## src/rtl/fb_div_pkg.sv

```systemverilog
package fb_div_pkg;
  // Smallest divide ratio; codes below it are folded upward.
  localparam int unsigned MIN_RATIO = 2;

  // Maps a program code to its divide ratio.
  function automatic logic [8:0] fold_code(input logic [8:0] code);
    if (code < 9'(MIN_RATIO)) return code + 9'(MIN_RATIO);
    return code;
  endfunction
endpackage

```

## src/rtl/fb_div_ratio_map.sv

```systemverilog
module fb_div_ratio_map
  import fb_div_pkg::*;
#(
  parameter int unsigned CODE_W = 9
) (
  input  logic [CODE_W-1:0] code,
  output logic [CODE_W-1:0] ratio
);
  localparam logic [CODE_W-1:0] LOW_LIMIT = CODE_W'(MIN_RATIO);

  // Codes below the floor fold up by the floor; others pass through.
  always_comb begin
    if (code < LOW_LIMIT) ratio = code + LOW_LIMIT;
    else                  ratio = code;
  end
endmodule

```

## src/rtl/fb_div_counter.sv

```systemverilog
module fb_div_counter #(
  parameter int unsigned CODE_W = 9
) (
  input  logic              clk,
  input  logic              rst,
  input  logic [CODE_W-1:0] preset,
  output logic [CODE_W-1:0] count,
  output logic              at_end
);
  assign at_end = (count == '0);

  // Reload on reset or wrap, otherwise step down by one.
  always_ff @(posedge clk) begin
    if (rst || at_end) count <= preset;
    else               count <= count - 1'b1;
  end
endmodule

```

## src/rtl/fb_div_strobe.sv

```systemverilog
module fb_div_strobe (
  input  logic clk,
  input  logic rst,
  input  logic wrap,
  output logic strobe
);
  always_ff @(posedge clk) begin
    if (rst) strobe <= 1'b0;
    else     strobe <= wrap;
  end
endmodule

```

## src/rtl/fb_divider.sv

```systemverilog
module fb_divider #(
  parameter int unsigned CODE_W = 9
) (
  input  logic              clk_in,
  input  logic              rst,
  input  logic [CODE_W-1:0] code_in,
  output logic              pulse_out
);
  logic [CODE_W-1:0] ratio;
  logic [CODE_W-1:0] preset;
  logic [CODE_W-1:0] count;
  logic              at_end;

  fb_div_ratio_map #(.CODE_W(CODE_W)) u_map (
    .code  (code_in),
    .ratio (ratio)
  );

  assign preset = ratio - 1'b1;

  fb_div_counter #(.CODE_W(CODE_W)) u_cnt (
    .clk    (clk_in),
    .rst    (rst),
    .preset (preset),
    .count  (count),
    .at_end (at_end)
  );

  fb_div_strobe u_strobe (
    .clk    (clk_in),
    .rst    (rst),
    .wrap   (at_end),
    .strobe (pulse_out)
  );


  pulse_width_chk: assert property (@(posedge clk_in) disable iff (rst)
    pulse_out |=> !pulse_out);


  rst_quiet_chk: assert property (@(posedge clk_in)
    rst |=> !pulse_out);


  count_step_chk: assert property (@(posedge clk_in) disable iff (rst)
    (!$past(rst) && !$past(at_end)) |-> (count == $past(count) - 1'b1));


  reload_chk: assert property (@(posedge clk_in) disable iff (rst)
    (!$past(rst) && $past(at_end)) |-> (count == $past(ratio) - 1'b1));


  ratio_min_chk: assert property (@(posedge clk_in) disable iff (rst)
    ratio >= CODE_W'(2));
endmodule

```

## config.mk

```make
export PLATFORM = sky130hd
export DESIGN_NAME = fb_divider
export DESIGN_NICKNAME = d
export VERILOG_FILES = /design/src/rtl/fb_div_pkg.sv /design/src/rtl/fb_div_ratio_map.sv /design/src/rtl/fb_div_counter.sv /design/src/rtl/fb_div_strobe.sv /design/src/rtl/fb_divider.sv
export SDC_FILE = /design/constraint.sdc
export NUM_CORES = 1
export LEC_CHECK = 0
export CORE_AREA = 4 4 43 45
export DETAILED_ROUTE_END_ITERATION = 16
export DIE_AREA = 0 0 47 49
export GPL_TIMING_DRIVEN = 0
export PLACE_DENSITY = 0.79
export SYNTH_ARGS = -nofsm -noshare
export SYNTH_HDL_FRONTEND = slang
export SYNTH_SLANG_ARGS = --single-unit
```

## constraint.sdc

```tcl
create_clock -name clk_in -period 3.39 [get_ports clk_in]
set_input_delay 0.339 -clock clk_in [delete_from_list [all_inputs] [get_ports clk_in]]
set_output_delay 0.339 -clock clk_in [all_outputs]
set_load 0.005 [all_outputs]
```

**Yosys cells after proc, flatten, opt, wreduce, memory -nomap -nowiden**

Cells that the tools add are included.

- Bits in registers: 10
- Bits in latches: 0
- Bits in writable memories: 0
- ROM bits: 0
- Bits of input ports: 11
- Output and inout bits: 1
- Logic and storage cells: 10
- Memories kept: 0

- Add/subtract/negate cells: 3
- Multipliers: 0
- Div/mod/pow operators: 0
- Order comparisons: 1
- Eq/ne operators: 0
- Shift operators: 0
- Muxes and demuxes: 2
- Bitwise logic cells: 0
- Reduce and logical (&&, ||, !) cells: 2

Operator list:

| kind | number |
|---|---|
| $mux 9 | 2 |
| $sub 9x1->9 const B | 2 |
| $add 9x2->9 const B | 1 |
| $logic_not 9->1 | 1 |
| $lt 9x2->1 const B | 1 |
| $logic_or 1x1->1 | 1 |

**Depth between registers and ports, before layout**

- Depth in word-level cells: 4
- Mapped depth: 13
- Mapped depth without buffers: 13

**Modules after synthesis**

From an unflattened synthesis, not the netlist that was laid out.

- Cell total of the unflattened synthesis: 89
- Area total of the unflattened synthesis: 762.0 µm²

Modules (own cells, without submodules):

| module | instances | cells an instance | area an instance (µm²) | sequential area each (µm²) |
|---|---|---|---|---|
| fb_div_counter | 1 | 50 | 461.7 | 180.2 |
| fb_divider | 1 | 20 | 147.6 | 0.0 |
| fb_div_ratio_map | 1 | 17 | 118.9 | 0.0 |
| fb_div_strobe | 1 | 2 | 33.8 | 20.0 |

**Worst setup path before layout**

Ideal clock, no wire load.

- Kind: input -> register
- Start: input code_in[1]
- End: register u_cnt.count[8]
- Library setup time: 0.122 ns
- Data arrival time: 2.172 ns
- Slack: 1.096 ns
- Cell stages on the path: 13
- Path buffers: 0
- Cells stage by stage: inv_1 ha_1 nor4b_4 nand3_1 xnor2_1 nor2_1 a21oi_1 ha_1 and2_1 nand3_2 nor4_2 xnor2_1 mux2i_1

- Cells in the longest elaborated chain, start to end: 4
- Elaborated cells on any way between the ends: 5
- Classes of those cells: 2 x add/sub; 1 x order compare; 2 x mux

Ends and longest elaborated chain:

| item | line | text |
|---|---|---|
| from (decl) | fb_divider.sv:6 | `input logic [CODE_W-1:0] code_in,` |
| $add 9x2->9 or $lt 9x2->1 (tied branches) | fb_div_ratio_map.sv:13 | `if (code < LOW_LIMIT) ratio = code + LOW_LIMIT;` |
| $mux 9 (*) | fb_div_ratio_map.sv:13 |  |
| $sub 9x1->9 (*) | fb_divider.sv:19 | `assign preset = ratio - 1'b1;` |
| $mux 9 (*) | fb_div_counter.sv:14 | `if (rst \|\| at_end) count <= preset;` |
| to (signal assigned) | fb_div_counter.sv:14 |  |
| to (signal assigned) | fb_div_counter.sv:15 | `else count <= count - 1'b1;` |
| to (decl) | fb_div_counter.sv:7 | `output logic [CODE_W-1:0] count,` |

Mark *: on every way between the ends. The rest lies on a longest branch, timed or not.
A chain may end at the register's enable or synchronous reset.

**Worst setup path after layout**

Same ends and word-level chain as after synthesis.

==> flow_metrics.py <==
metrics = {
    "outcome": {
        "status": "complete, no violations",
    },
    "global_routing": {
        "global_route.overflow_total": 0,
        "grt_util_all_layers_pct": 18.2,
        "antenna_found_initial": 0,
        "vias_in_the_first_global_route": 731,
        "grt_start_max_net_pins": 11,
        "first_pass_grt_wire_length_mm": 3.14,
    },
    "routing": {
        "ant_nets": 0,
        "first_iter_violations": 21,
        "finalWirelength_mm": 1.81,
        "drt-wirelength-per-cell_microns": 15.3,
        "route.detailed.vias_per_inst": 6.23,
        "final_routed_drc_violation_total": 0,
        "vias": 735,
        "detailedRoute.firstPassIterationCount": 4,
    },
    "place": {
        "place.gp.congestion": 0.865,
        "detailedPlacementHpwl_mm": 1.48,
        "place.port_buffers": 11,
        "numPlacedInstances": 114,
    },
    "flow_run": {
        "cap_violations": 0,
    },
    "critical_path": {
        "rr_worst_depth": 10,
        "rrSetupSlack_ns": 0.87,
        "worst_setup_ep_type": "flop",
        "critPathKind": "input port to flop",
        "worstPathArrival_ns": 2.93,
        "rr_endpoint": "u_cnt.count[8]",
        "critPathLaunchType": "input port",
        "crit_path_start": "code_in[1]",
        "timing.critical_path.to": "u_cnt.count[8]",
        "critical_path.reg2reg.startpoint": "u_cnt.count[1]",
        "wp_data_required_ns": 3.55,
        "path_max_fanout": 6,
    },
    "timing": {
        "setup_tns_ns": 0,
        "maxSlewHeadroom_pct": 58.2,
        "finalMaxSlewViolations": 0,
        "rsz0062_at_grt": "false",
        "timing_worst_slew_pin_value_ns": 0.624,
        "setup_viol": 0,
        "achievable-frequency_mhz": 361,
        "timing_hold_violations_final": 0,
        "period_needed_ns": 2.77,
        "fin_crit_sh_pct": 81.8,
        "final.setup_skew_ns": 0.00189,
    },
    "clocking": {
        "clk_latency_ns": 0.26,
        "cts_repair_resize_count": 0,
        "tritoncts_clock_tree": "done",
        "root_buffer": "clkbuf_4",
        "post-cts-setup-buffers": 0,
        "h-tree-depth": 1,
        "worst_setup_hold_path_clk_slew_ns": 0.07,
        "numCtsBuffers": 3,
        "clockBufferDepth": 2,
        "hold_buffers": 0,
        "cts.sinks": 10,
    },
    "floorplanning": {
        "floorplan.die.height_microns": 49,
        "initial_core_util_pct": 54.0,
        "fp.dieW_microns": 47,
        "die_area_sq_um": 2300,
        "num_rows": 14,
        "core_area_sq_um": 1470,
        "ioPinCount": 12,
    },
    "logic_synthesis": {
        "yosys_warnings": 0,
        "mappedNetlistArea_sq_um": 795,
        "postSynthAreaPerCell_sq_um": 9.13,
        "synth_seq_cells": 10,
        "synthesized_netlist_cell_count": 87,
        "netlist-cell-type-count": 39,
        "synth_enable_flop_cells": 0,
        "synthArstFlopShare_pct": 0,
        "post_synthesis_sequential_area_ratio_pct": 25.2,
        "synth.net_count": 101,
        "synth-main-ff-cell": "dfxtp_1",
    },
    "final_layout": {
        "fin_util_pct": 65.3,
        "ratio_of_cells_with_drive_above_1_in_the_final_layout_pct": 14.7,
        "final_common_cell": "clkdlybuf4s50_1",
        "synthToLayoutAreaGrowth_pct": 20.9,
        "n_diodes": 0,
        "layout.cells.most_common_list": "clkdlybuf4s50_1, dfxtp_1, xnor2_1, inv_1, nand2_1",
        "nNetsFinal": 117,
        "fin_cells": 118,
    },
    "pwr": {
        "cellLeakagePower_nw": 0.339,
        "pwr_density_cell_nw_per_um2": 416,
        "vdd_ir_drop_max_uv": 298,
    },
    "hold_path": {
        "type_of_the_most_critical_hold_path": "flop to flop",
    },
}
area by class of cell:
type,instances,area [sq um]
Inverter,6,22.5
Multi-Input combinational cell,69,556
Timing Repair Buffer,11,110
Fill cell,137,510
Sequential cell,10,200
Buffer,2,16.3
Clock buffer,4,36.3
Tap cell,16,20.0
routing by layer:
metal,GRT usage [%],wire (microns),vias to the layer above
li1,-,-,363
met1,22.2,786,339
met2,30.1,914,25
met3,5.54,80,8
met4,4.61,25,0
met5,0,0,-
through the flow:
stage,hold slack [ns],area (sq um),setup WS [ns],total power [mW]
5_1_grt,0.639,961,0.335,0.428
2_1_floorplan,0.464,795,1.10,0.253
3_5_place_dp,0.589,925,0.318,0.294
4_1_cts,0.601,961,0.580,0.401
6_report,0.598,961,0.617,0.400
3_3_place_gp,0.557,925,0.391,0.287
flip-flops by register name, indices dropped and copies added (netlist names):
| register | count |
|---|---|
| u_cnt.count | 9 |
| u_strobe.strobe | 1 |
logic make-up after synthesis:
| logic type | share of synthesized area, % |
|---|---|
| adders and majority gates | 4.72 |
| muxes | 5.20 |
| AOI/OAI and AO/OA | 20.2 |
| buffers and inverters | 4.88 |
| xor gates and xnor gates | 9.92 |
| DFF | 25.2 |
| and+or+nand+nor | 29.9 |
worst min-delay path by stage:
stage | startpoint | endpoint | slack [ns] | cells after the start
after floorplan | code_in[0] | u_cnt.count[0] | 0.46 | 1
after global placement | u_cnt.count[0] | u_cnt.count[0] | 0.56 | 1
after detailed placement | u_cnt.count[0] | u_cnt.count[0] | 0.59 | 1
after CTS | u_cnt.count[0] | u_cnt.count[0] | 0.60 | 1
after global routing | u_cnt.count[8] | u_cnt.count[8] | 0.64 | 2
final | u_cnt.count[0] | u_cnt.count[0] | 0.60 | 1
critical path, stage by stage:
cell and delay [ns]:
clkdlybuf4s50_1 0.45, inv_1 0.12, ha_1 0.17, nor4b_4 0.34
nand3_1 0.14, xnor2_1 0.16, nor2_1 0.06, a21oi_1 0.16
ha_1 0.20, and2_1 0.19, nand3_2 0.11, nor4_2 0.27
xnor2_1 0.15, mux2i_1 0.08
where the power goes:
part | switching, mW | internal [mW] | leakage [nW]
clock network | 0.0416 | 0.0652 | 0.0210
registers | 0.0308 | 0.141 | 0.0840
logic | 0.0636 | 0.0580 | 0.234
total | 0.136 | 0.264 | 0.339
cell usage after synthesis (2+ instances only):
master | n | area (sq um)
mux2i_1 | 3 | 30.0
nand3_1 | 3 | 15.0
ha_1 | 3 | 37.5
xor2_1 | 2 | 17.5
o21ai_1 | 3 | 15.0
nor2b_1 | 3 | 18.8
a21oi_1 | 2 | 10.0
a31oi_1 | 3 | 18.8
nand4_1 | 3 | 18.8
a31o_1 | 2 | 17.5
and2_1 | 2 | 12.5
nand2_1 | 5 | 18.8
inv_1 | 6 | 22.5
nand2b_1 | 2 | 12.5
nor2_1 | 3 | 11.3
nor4_4 | 2 | 42.5
xnor2_1 | 7 | 61.3
nor4b_1 | 2 | 17.5
dfxtp_1 | 10 | 200
nor3_1 | 2 | 10.0
Power figures use the tool's default switching activity.
